--- config.mk ---
export PLATFORM = sky130hd
export DESIGN_NAME = ovr_detect_dual
export DESIGN_NICKNAME = d
export VERILOG_FILES = /design/src/rtl/ovr_pkg.sv /design/src/rtl/ovr_limits.sv /design/src/rtl/ovr_chan.sv /design/src/rtl/ovr_detect_dual.sv
export SDC_FILE = /design/constraint.sdc
export NUM_CORES = 1
export LEC_CHECK = 0
export CAP_MARGIN = 20
export CORE_ASPECT_RATIO = 0.9
export CORE_MARGIN = 2
export CORE_UTILIZATION = 45
export CTS_CLUSTER_SIZE = 12
export DETAILED_ROUTE_END_ITERATION = 12
export GPL_TIMING_DRIVEN = 0
export HOLD_SLACK_MARGIN = 0.02
export PLACE_DENSITY = 0.77
export SLEW_MARGIN = 10
export SYNTH_ARGS = -nofsm -noshare
export SYNTH_HDL_FRONTEND = slang
export SYNTH_SLANG_ARGS = --single-unit
export TNS_END_PERCENT = 100
--- constraint.sdc ---
create_clock -name clk -period 5.5 [get_ports clk]
set_clock_uncertainty 0.2 [all_clocks]
set_input_delay 1.375 -clock clk [delete_from_list [all_inputs] [get_ports clk]]
set_output_delay 1.375 -clock clk [all_outputs]
set_load 0.02 [all_outputs]
--- src/rtl/ovr_pkg.sv ---
package ovr_pkg;
  localparam int HOLD_SEL_W = 2;
  localparam int HOLD_CNT_W = 4;

  // hold select to cycle count: 0,3,7,15
  function automatic logic [HOLD_CNT_W-1:0] hold_cycles(input logic [HOLD_SEL_W-1:0] sel);
    logic [HOLD_CNT_W-1:0] n;
    case (sel)
      2'd0:    n = 4'd0;
      2'd1:    n = 4'd3;
      2'd2:    n = 4'd7;
      default: n = 4'd15;
    endcase
    return n;
  endfunction
endpackage

--- src/rtl/ovr_limits.sv ---
module ovr_limits #(
  parameter int DATA_W    = 16,
  parameter int THR_W     = 8,
  parameter int STEP_LOG2 = 7
) (
  input  logic [THR_W-1:0]         thr_field,
  output logic signed [DATA_W-1:0] hi_lim,
  output logic signed [DATA_W-1:0] lo_lim,
  output logic                     rail_mode
);
  localparam int PAD_W = DATA_W - THR_W - STEP_LOG2;
  localparam logic [DATA_W-1:0] MAX_CODE = {1'b0, {(DATA_W-1){1'b1}}};
  localparam logic [DATA_W-1:0] MIN_CODE = {1'b1, {(DATA_W-1){1'b0}}};

  logic [DATA_W-1:0] pull_in;

  always_comb begin
    pull_in   = {{PAD_W{1'b0}}, thr_field, {STEP_LOG2{1'b0}}};
    hi_lim    = $signed(MAX_CODE - pull_in);
    lo_lim    = $signed(MIN_CODE + pull_in);
    rail_mode = (thr_field == '0);
  end
endmodule

--- src/rtl/ovr_chan.sv ---
module ovr_chan
  import ovr_pkg::*;
#(
  parameter int DATA_W = 16
) (
  input  logic                     clk,
  input  logic                     rst,
  input  logic                     vld,
  input  logic signed [DATA_W-1:0] smp,
  input  logic signed [DATA_W-1:0] hi_lim,
  input  logic signed [DATA_W-1:0] lo_lim,
  input  logic                     rail_mode,
  input  logic [HOLD_SEL_W-1:0]    hold_sel,
  output logic                     flag
);
  localparam logic signed [DATA_W-1:0] MAX_CODE = {1'b0, {(DATA_W-1){1'b1}}};
  localparam logic signed [DATA_W-1:0] MIN_CODE = {1'b1, {(DATA_W-1){1'b0}}};

  logic                  beyond;
  logic                  hit;
  logic                  armed;
  logic [HOLD_CNT_W-1:0] remain;
  logic [HOLD_CNT_W-1:0] hold_len;

  always_comb begin
    if (rail_mode) beyond = (smp == MAX_CODE) || (smp == MIN_CODE);
    else           beyond = (smp > hi_lim) || (smp < lo_lim);
    hit      = vld && beyond;
    hold_len = hold_cycles(hold_sel);
  end

  always_ff @(posedge clk) begin
    if (rst) begin
      flag   <= 1'b0;
      armed  <= 1'b0;
      remain <= '0;
    end else if (hit) begin
      flag   <= 1'b1;
      armed  <= 1'b0;
      remain <= '0;
    end else if (flag && !armed && vld) begin
      if (hold_len == '0) begin
        flag <= 1'b0;
      end else begin
        armed  <= 1'b1;
        remain <= hold_len;
      end
    end else if (armed) begin
      if (remain == HOLD_CNT_W'(1)) begin
        flag   <= 1'b0;
        armed  <= 1'b0;
        remain <= '0;
      end else begin
        remain <= remain - 1'b1;
      end
    end
  end


  hit_sets_flag_chk: assert property (@(posedge clk) disable iff (rst)
    hit |=> flag);


  rise_needs_hit_chk: assert property (@(posedge clk) disable iff (rst)
    $rose(flag) |-> $past(hit));


  fall_without_hit_chk: assert property (@(posedge clk) disable iff (rst)
    $fell(flag) |-> !$past(hit));


  zero_hold_drop_chk: assert property (@(posedge clk) disable iff (rst)
    (flag && !armed && vld && !beyond && hold_sel == '0) |=> !flag);


  hold_countdown_chk: assert property (@(posedge clk) disable iff (rst)
    (armed && !hit && remain > HOLD_CNT_W'(1)) |=> (armed && flag && remain == $past(remain) - 1'b1));
endmodule

--- src/rtl/ovr_detect_dual.sv ---
module ovr_detect_dual
  import ovr_pkg::*;
#(
  parameter int DATA_W    = 16,
  parameter int THR_W     = 8,
  parameter int STEP_LOG2 = 7
) (
  input  logic                  clk,
  input  logic                  rst,
  input  logic                  a_vld,
  input  logic [DATA_W-1:0]     a_smp,
  input  logic                  b_vld,
  input  logic [DATA_W-1:0]     b_smp,
  input  logic [THR_W-1:0]      thr_field,
  input  logic [HOLD_SEL_W-1:0] hold_sel,
  output logic                  ovr_a,
  output logic                  ovr_b
);
  localparam int NCH = 2;

  logic signed [DATA_W-1:0] hi_lim;
  logic signed [DATA_W-1:0] lo_lim;
  logic                     rail_mode;
  logic [NCH-1:0]           vld_v;
  logic [DATA_W-1:0]        smp_v [NCH];
  logic [NCH-1:0]           flag_v;

  ovr_limits #(.DATA_W(DATA_W), .THR_W(THR_W), .STEP_LOG2(STEP_LOG2)) u_limits (
    .thr_field (thr_field),
    .hi_lim    (hi_lim),
    .lo_lim    (lo_lim),
    .rail_mode (rail_mode)
  );

  always_comb begin
    vld_v    = {b_vld, a_vld};
    smp_v[0] = a_smp;
    smp_v[1] = b_smp;
  end

  for (genvar c = 0; c < NCH; c++) begin : g_chan
    ovr_chan #(.DATA_W(DATA_W)) u_chan (
      .clk       (clk),
      .rst       (rst),
      .vld       (vld_v[c]),
      .smp       ($signed(smp_v[c])),
      .hi_lim    (hi_lim),
      .lo_lim    (lo_lim),
      .rail_mode (rail_mode),
      .hold_sel  (hold_sel),
      .flag      (flag_v[c])
    );
  end

  assign ovr_a = flag_v[0];
  assign ovr_b = flag_v[1];
endmodule

Word-level counts from Yosys, hierarchy flattened
Index checks and enable logic that the tools add are counted.
- flip-flop bits (word level): 12
- bits of input ports: 46
- output and inout bits: 2
- word-level logic and storage cells: 79
- $add $sub $neg: 4
- order comparisons: 4
- equality and inequality tests: 12
- mux-type cells: 26
- reduce and logical (&&, ||, !) cells: 27
- operators by type and width (cell ; count):
    equality test 16 bit, second input constant ; 4
    > comparator 16 bit ; 2
    < comparator 16 bit ; 2
    two-way mux 4 bit ; 7
    two-way mux 1 bit ; 18
    adder 16 x 15 -> 16 bit, first input constant ; 1
    subtractor 15 x 15 -> 16 bit, first input constant ; 1
    one-hot mux 4 bit (3 select lines) ; 1
    nonzero test 3 bit ; 4
    equality test 4 x 1 -> 1 bit, second input constant ; 2
    logical NOT 8 bit ; 1
    subtractor 4 x 1 -> 4 bit, second input constant ; 2
    logical AND 1 bit ; 6
    inequality test 3 x 2 -> 1 bit, second input constant ; 2
    AND reduction 3 bit ; 2
    logical NOT 4 bit ; 1
    logical OR 1 bit ; 4
    inequality test 2 bit, second input constant ; 2
    AND reduction 2 bit ; 2
    nonzero test 2 bit ; 2
    OR reduction 2 bit ; 2
    equality test 2 x 1 -> 1 bit, second input constant ; 1
    equality test 2 bit, second input constant ; 1
    logical NOT 1 bit ; 2
    logical NOT 2 bit ; 1

Logic depth before layout (Yosys ltp)
- word-level depth: 7
- mapped depth: 8
- mapped depth without buffers: 8

Cells and area by module
Synthesis repeated with hierarchy kept, for this count alone.
- cells, all modules: 375
- area, all modules: 2751.4 µm²
- modules (own cells, without submodules) (module ; times used ; cells an instance ; area each (µm²)):
    ovr_chan ; 2 ; 169 ; 1257.5
    ovr_limits ; 1 ; 37 ; 236.5

Worst setup path before layout
Ideal clock, no wire load.
- path type: input to register
- from: input thr_field[4]
- to: register g_chan[1].u_chan.armed
- setup time: 86 ps
- arrival time: 2765 ps
- required time: 5214 ps
- setup slack: 2449 ps
- cell stages on the path: 8
- path through: inv_1 -> ha_1 -> nor4_1 -> nand2_1 -> o31a_1 -> o211ai_1 -> a21oi_2 -> a211oi_1
- cells in the longest elaborated chain, start to end: 6
- RTL lines (item ; RTL line ; source):
    start: declaration ; ovr_detect_dual.sv:14 ; input logic [THR_W-1:0] thr_field,
    adder 16 x 15 -> 16 bit or subtractor 15 x 15 -> 16 bit (tied branches) ; ovr_limits.sv:20, ovr_limits.sv:19 ;
    < comparator 16 bit or > comparator 16 bit (tied branches) ; ovr_chan.sv:27 ; else beyond = (smp > hi_lim) || (smp < lo_lim);
    logical OR 1 bit ; ovr_chan.sv:27 ;
    two-way mux 1 bit (*) ; ovr_chan.sv:26 ; if (rail_mode) beyond = (smp == MAX_CODE) || (smp == MIN_CODE);
    logical AND 1 bit (*) ; ovr_chan.sv:28 ; hit = vld && beyond;
    OR reduction 2 bit (no source line) (*) ; n/a ;
    end signal: assignment ; ovr_chan.sv:35 ; armed <= 1'b0;
    end signal: assignment ; ovr_chan.sv:39 ; armed <= 1'b0;
    end signal: assignment ; ovr_chan.sv:45 ; armed <= 1'b1;
    end: declaration ; ovr_chan.sv:21 ; logic armed;
Every way passes the cells marked *; elsewhere a longest branch is shown, timed or not.
A chain may end at the register's enable or synchronous reset.

Worst setup path after layout
- from: input thr_field[7]
- to: register g_chan[1].u_chan.armed
The elaborated chain is that of the path after synthesis.

==> qor.csv <==
metric,value,unit
main combinational cell family by area after synthesis,adder cells,
post-CTS setup buffer count,0,
Post-Synth XOR/XNOR Area,0,%
Tot GR Track Use,21.2,%
wire per inst,13.0,um
die width,67.0,um
"area leader, netlist",ha_1,
Simple-Gate Fraction of Synth Area,25.8,%
final hold viol count,0,
Vias per Instance,5.54,
DP HPWL,3320,um
largest net degree at the start of global routing,11,
CTS tree,yes,
clock sinks,12,
Final Worst Setup Slack,1.78,ns
Flop pwr share,29.7,%
vias,1672,
Synth Area in Adders,28.1,%
CTS H-tree depth,1,
count of final setup violators,0,
Clock Path Buffers,2,
Synth cell types,42,
synthesized area,1610,um^2
die footprint,4060,um^2
post-CTS resize count,0,
fraction of layout cells with a size suffix above 1,3.10,%
fin crit share,67.7,%
Synth Register Bits,12,
vias in the first global route,1537,
post-synthesis to final-layout area growth,36.2,%
Setup WS pre-CTS,1.59,ns
post-synthesis async set-or-reset flop share,0,%
Initial Util,47.2,%
Mapped Cells,207,
Worst Path Arrival,3.68,ns
Hold Crit Class,reg -> reg,
I/O pin count,48,
YS warnings,0,
first-pass GRT wire length,6650,um
FMAX,269,MHz
crit-path max FO,5,
kind of critical path,in -> reg,
critical path cell sequence,clkdlybuf4s50_1 > inv_1 > ha_1 > nor4_1 > nand2_1 > o31a_1 > o211ai_1 > a21oi_2 > a211oi_1,
total global routing overflow,0,
synthesized area per cell,7.76,um^2
hold buffers post-CTS,0,
# diodes,0,
Synth top area share,28.1,%
highest-delay cell along the critical path,clkdlybuf4s50_1,
DRC,0,
crit end category,flip-flop,
GP Congestion,0.830,
switching portion of total power,31.5,%
Post-DRT Antenna Nets,0,
RSZ-0062 raised after global routing,no,
Slew HR,71.0,%
Synth Flop Type,dfxtp_1,
Buffers on Ports,47,
Compound-Gate Fraction of Synth Area,26.0,%
total wire length,3940,um
Slew Limit Fails,0,
sum of negative setup slack,0,ns
Sw Pwr,0.104,mW
core area,3400,um^2
Critical Path Start Type,input pin,
Crit path largest cell delay,0.55,ns
internal power,0.226,mW
static leakage power,0.899,nW
Post-synth EDFFs,0,
leading post-synthesis cells by cell area,"ha_1, dfxtp_1, nor4_1, inv_1, a21oi_1",
worst-skew pair later-pin latency,0.24,ns
cts bufs inserted,3,
Clk pwr share,29.4,%
die height,60.7,um
Pwr Density,151,nW/um^2
Slew @ Worst Pin,0.431,ns
post-route minimum period,3.72,ns
Final nets,341,
clk slew on worst S/H paths,0.05,ns
clk root buf,clkbuf_8,
Combinational Power Share,40.9,%
status,completed,
Worst VDD drop,0.0700,mV
mux cell area share after synthesis,0,%
Crit path required time,5.45,ns
sequential-to-total area share from yosys stat,15.0,%
syn nets,289,
Pre-antenna DRT Iters,4,
Max Cap Viol,0,
DRT iter0 DRCs,106,
row count,20,
initial antenna violation count,0,
[worst paths after layout]
path	end	slack, ns	start	cells past startpoint
worst max-delay path	g_chan[1].u_chan.armed$_SDFFE_PP0P_	1.78	thr_field[7]	9
worst min-delay path	g_chan[1].u_chan.flag$_SDFFE_PP0P_	0.33	g_chan[1].u_chan.flag$_SDFFE_PP0P_	2
worst min register to register	g_chan[1].u_chan.flag$_SDFFE_PP0P_	0.33	g_chan[1].u_chan.flag$_SDFFE_PP0P_	2
worst max register to register	g_chan[0].u_chan.flag$_SDFFE_PP0P_	3.88	g_chan[0].u_chan.remain[0]$_SDFFE_PP0P_	5
[state kept, by name, indices dropped and copies added (netlist names)]
signal / count
g_chan.u_chan.armed: 2
g_chan.u_chan.flag: 2
g_chan.u_chan.remain: 8
[kinds of logic after synthesis]
family	count (synthesis)
simple gates	76
compound gates	61
fa+ha+maj	36
buf+inv	22
flops	12
[stage by stage]
step / std cells / hold WS, ns / total power, mW / instance area [um^2] / util (%)
after floorplan: 207 / 0.319 / 0.170 / 1610 / -
after global placement: 298 / 0.308 / 0.231 / 2130 / 62.6
after detailed placement: 298 / 0.315 / 0.233 / 2130 / 62.6
after CTS: 302 / 0.325 / 0.330 / 2190 / 64.2
after global routing: 302 / 0.349 / 0.350 / 2190 / 64.2
final: 302 / 0.325 / 0.329 / 2190 / 64.2
[placed cells by master, fill, tap and decap left out, types with 2 or more instances in the layout]
cell / n
a211oi_1: 4
a21boi_0: 2
a21o_1: 4
a21oi_1: 14
a221oi_1: 2
a31oi_1: 2
a41o_1: 2
clkbuf_1: 3
clkbuf_8: 4
clkdlybuf4s50_1: 47
dfxtp_1: 12
ha_1: 36
inv_1: 19
nand2_1: 9
nand2b_1: 7
nand3_1: 4
nand4_1: 7
nand4b_1: 2
nor2_1: 15
nor3_1: 9
nor4_1: 13
nor4b_1: 2
o21a_1: 2
o21ai_0: 13
o21ai_1: 3
or3_1: 3
[cell usage after synthesis, types with 2 or more instances]
library cell and n:
nor4_1 13, a211oi_1 4, clkbuf_1 3, nand4_1 7, nand2b_1 7, a21o_1 4
nor3_1 9, nor2_1 15, o21a_1 2, a41o_1 2, nand3_1 4, inv_1 19
nor4b_1 2, o21ai_0 13, ha_1 36, a21boi_0 2, nand2_1 9, a21oi_1 14
dfxtp_1 12, a31oi_1 2, or3_1 3, nand4b_1 2, o21ai_1 3, a221oi_1 2
[area by class of cell]
class,instances,area (um^2)
fill,319,1220
clock buffer,4,55.1
inverter,19,71.3
sequential,12,240
timing repair buffer,47,470
multi-input combinational,173,1280
tap,44,55.1
buffer,3,11.3
[per-layer routing]
metal / routed length, um / global-route usage (%) / up-vias
met5: 0 / 0 / -
met4: 41 / 6.12 / 0
met3: 196 / 1.86 / 4
met2: 1820 / 36.4 / 53
met1: 1880 / 28.7 / 728
li1: - / - / 887
[critical path, delay by kind of cell]
kind | cells | cell delay, ns
adders and majority gates | 1 | 0.34
AOI/OAI and AO/OA | 4 | 0.78
and+or+nand+nor | 2 | 0.53
buffers and inverters | 2 | 0.66
[power groups by stage]
stage	logic, mW	clock network, mW	registers (mW)
4_1_cts	0.135	0.0980	0.0977
2_1_floorplan	0.0703	0	0.0999
3_5_place_dp	0.134	0	0.0994
5_1_grt	0.151	0.100	0.0985
6_report	0.135	0.0968	0.0977
3_3_place_gp	0.132	0	0.0992
Note: power is estimated with default switching activity, not from simulation.
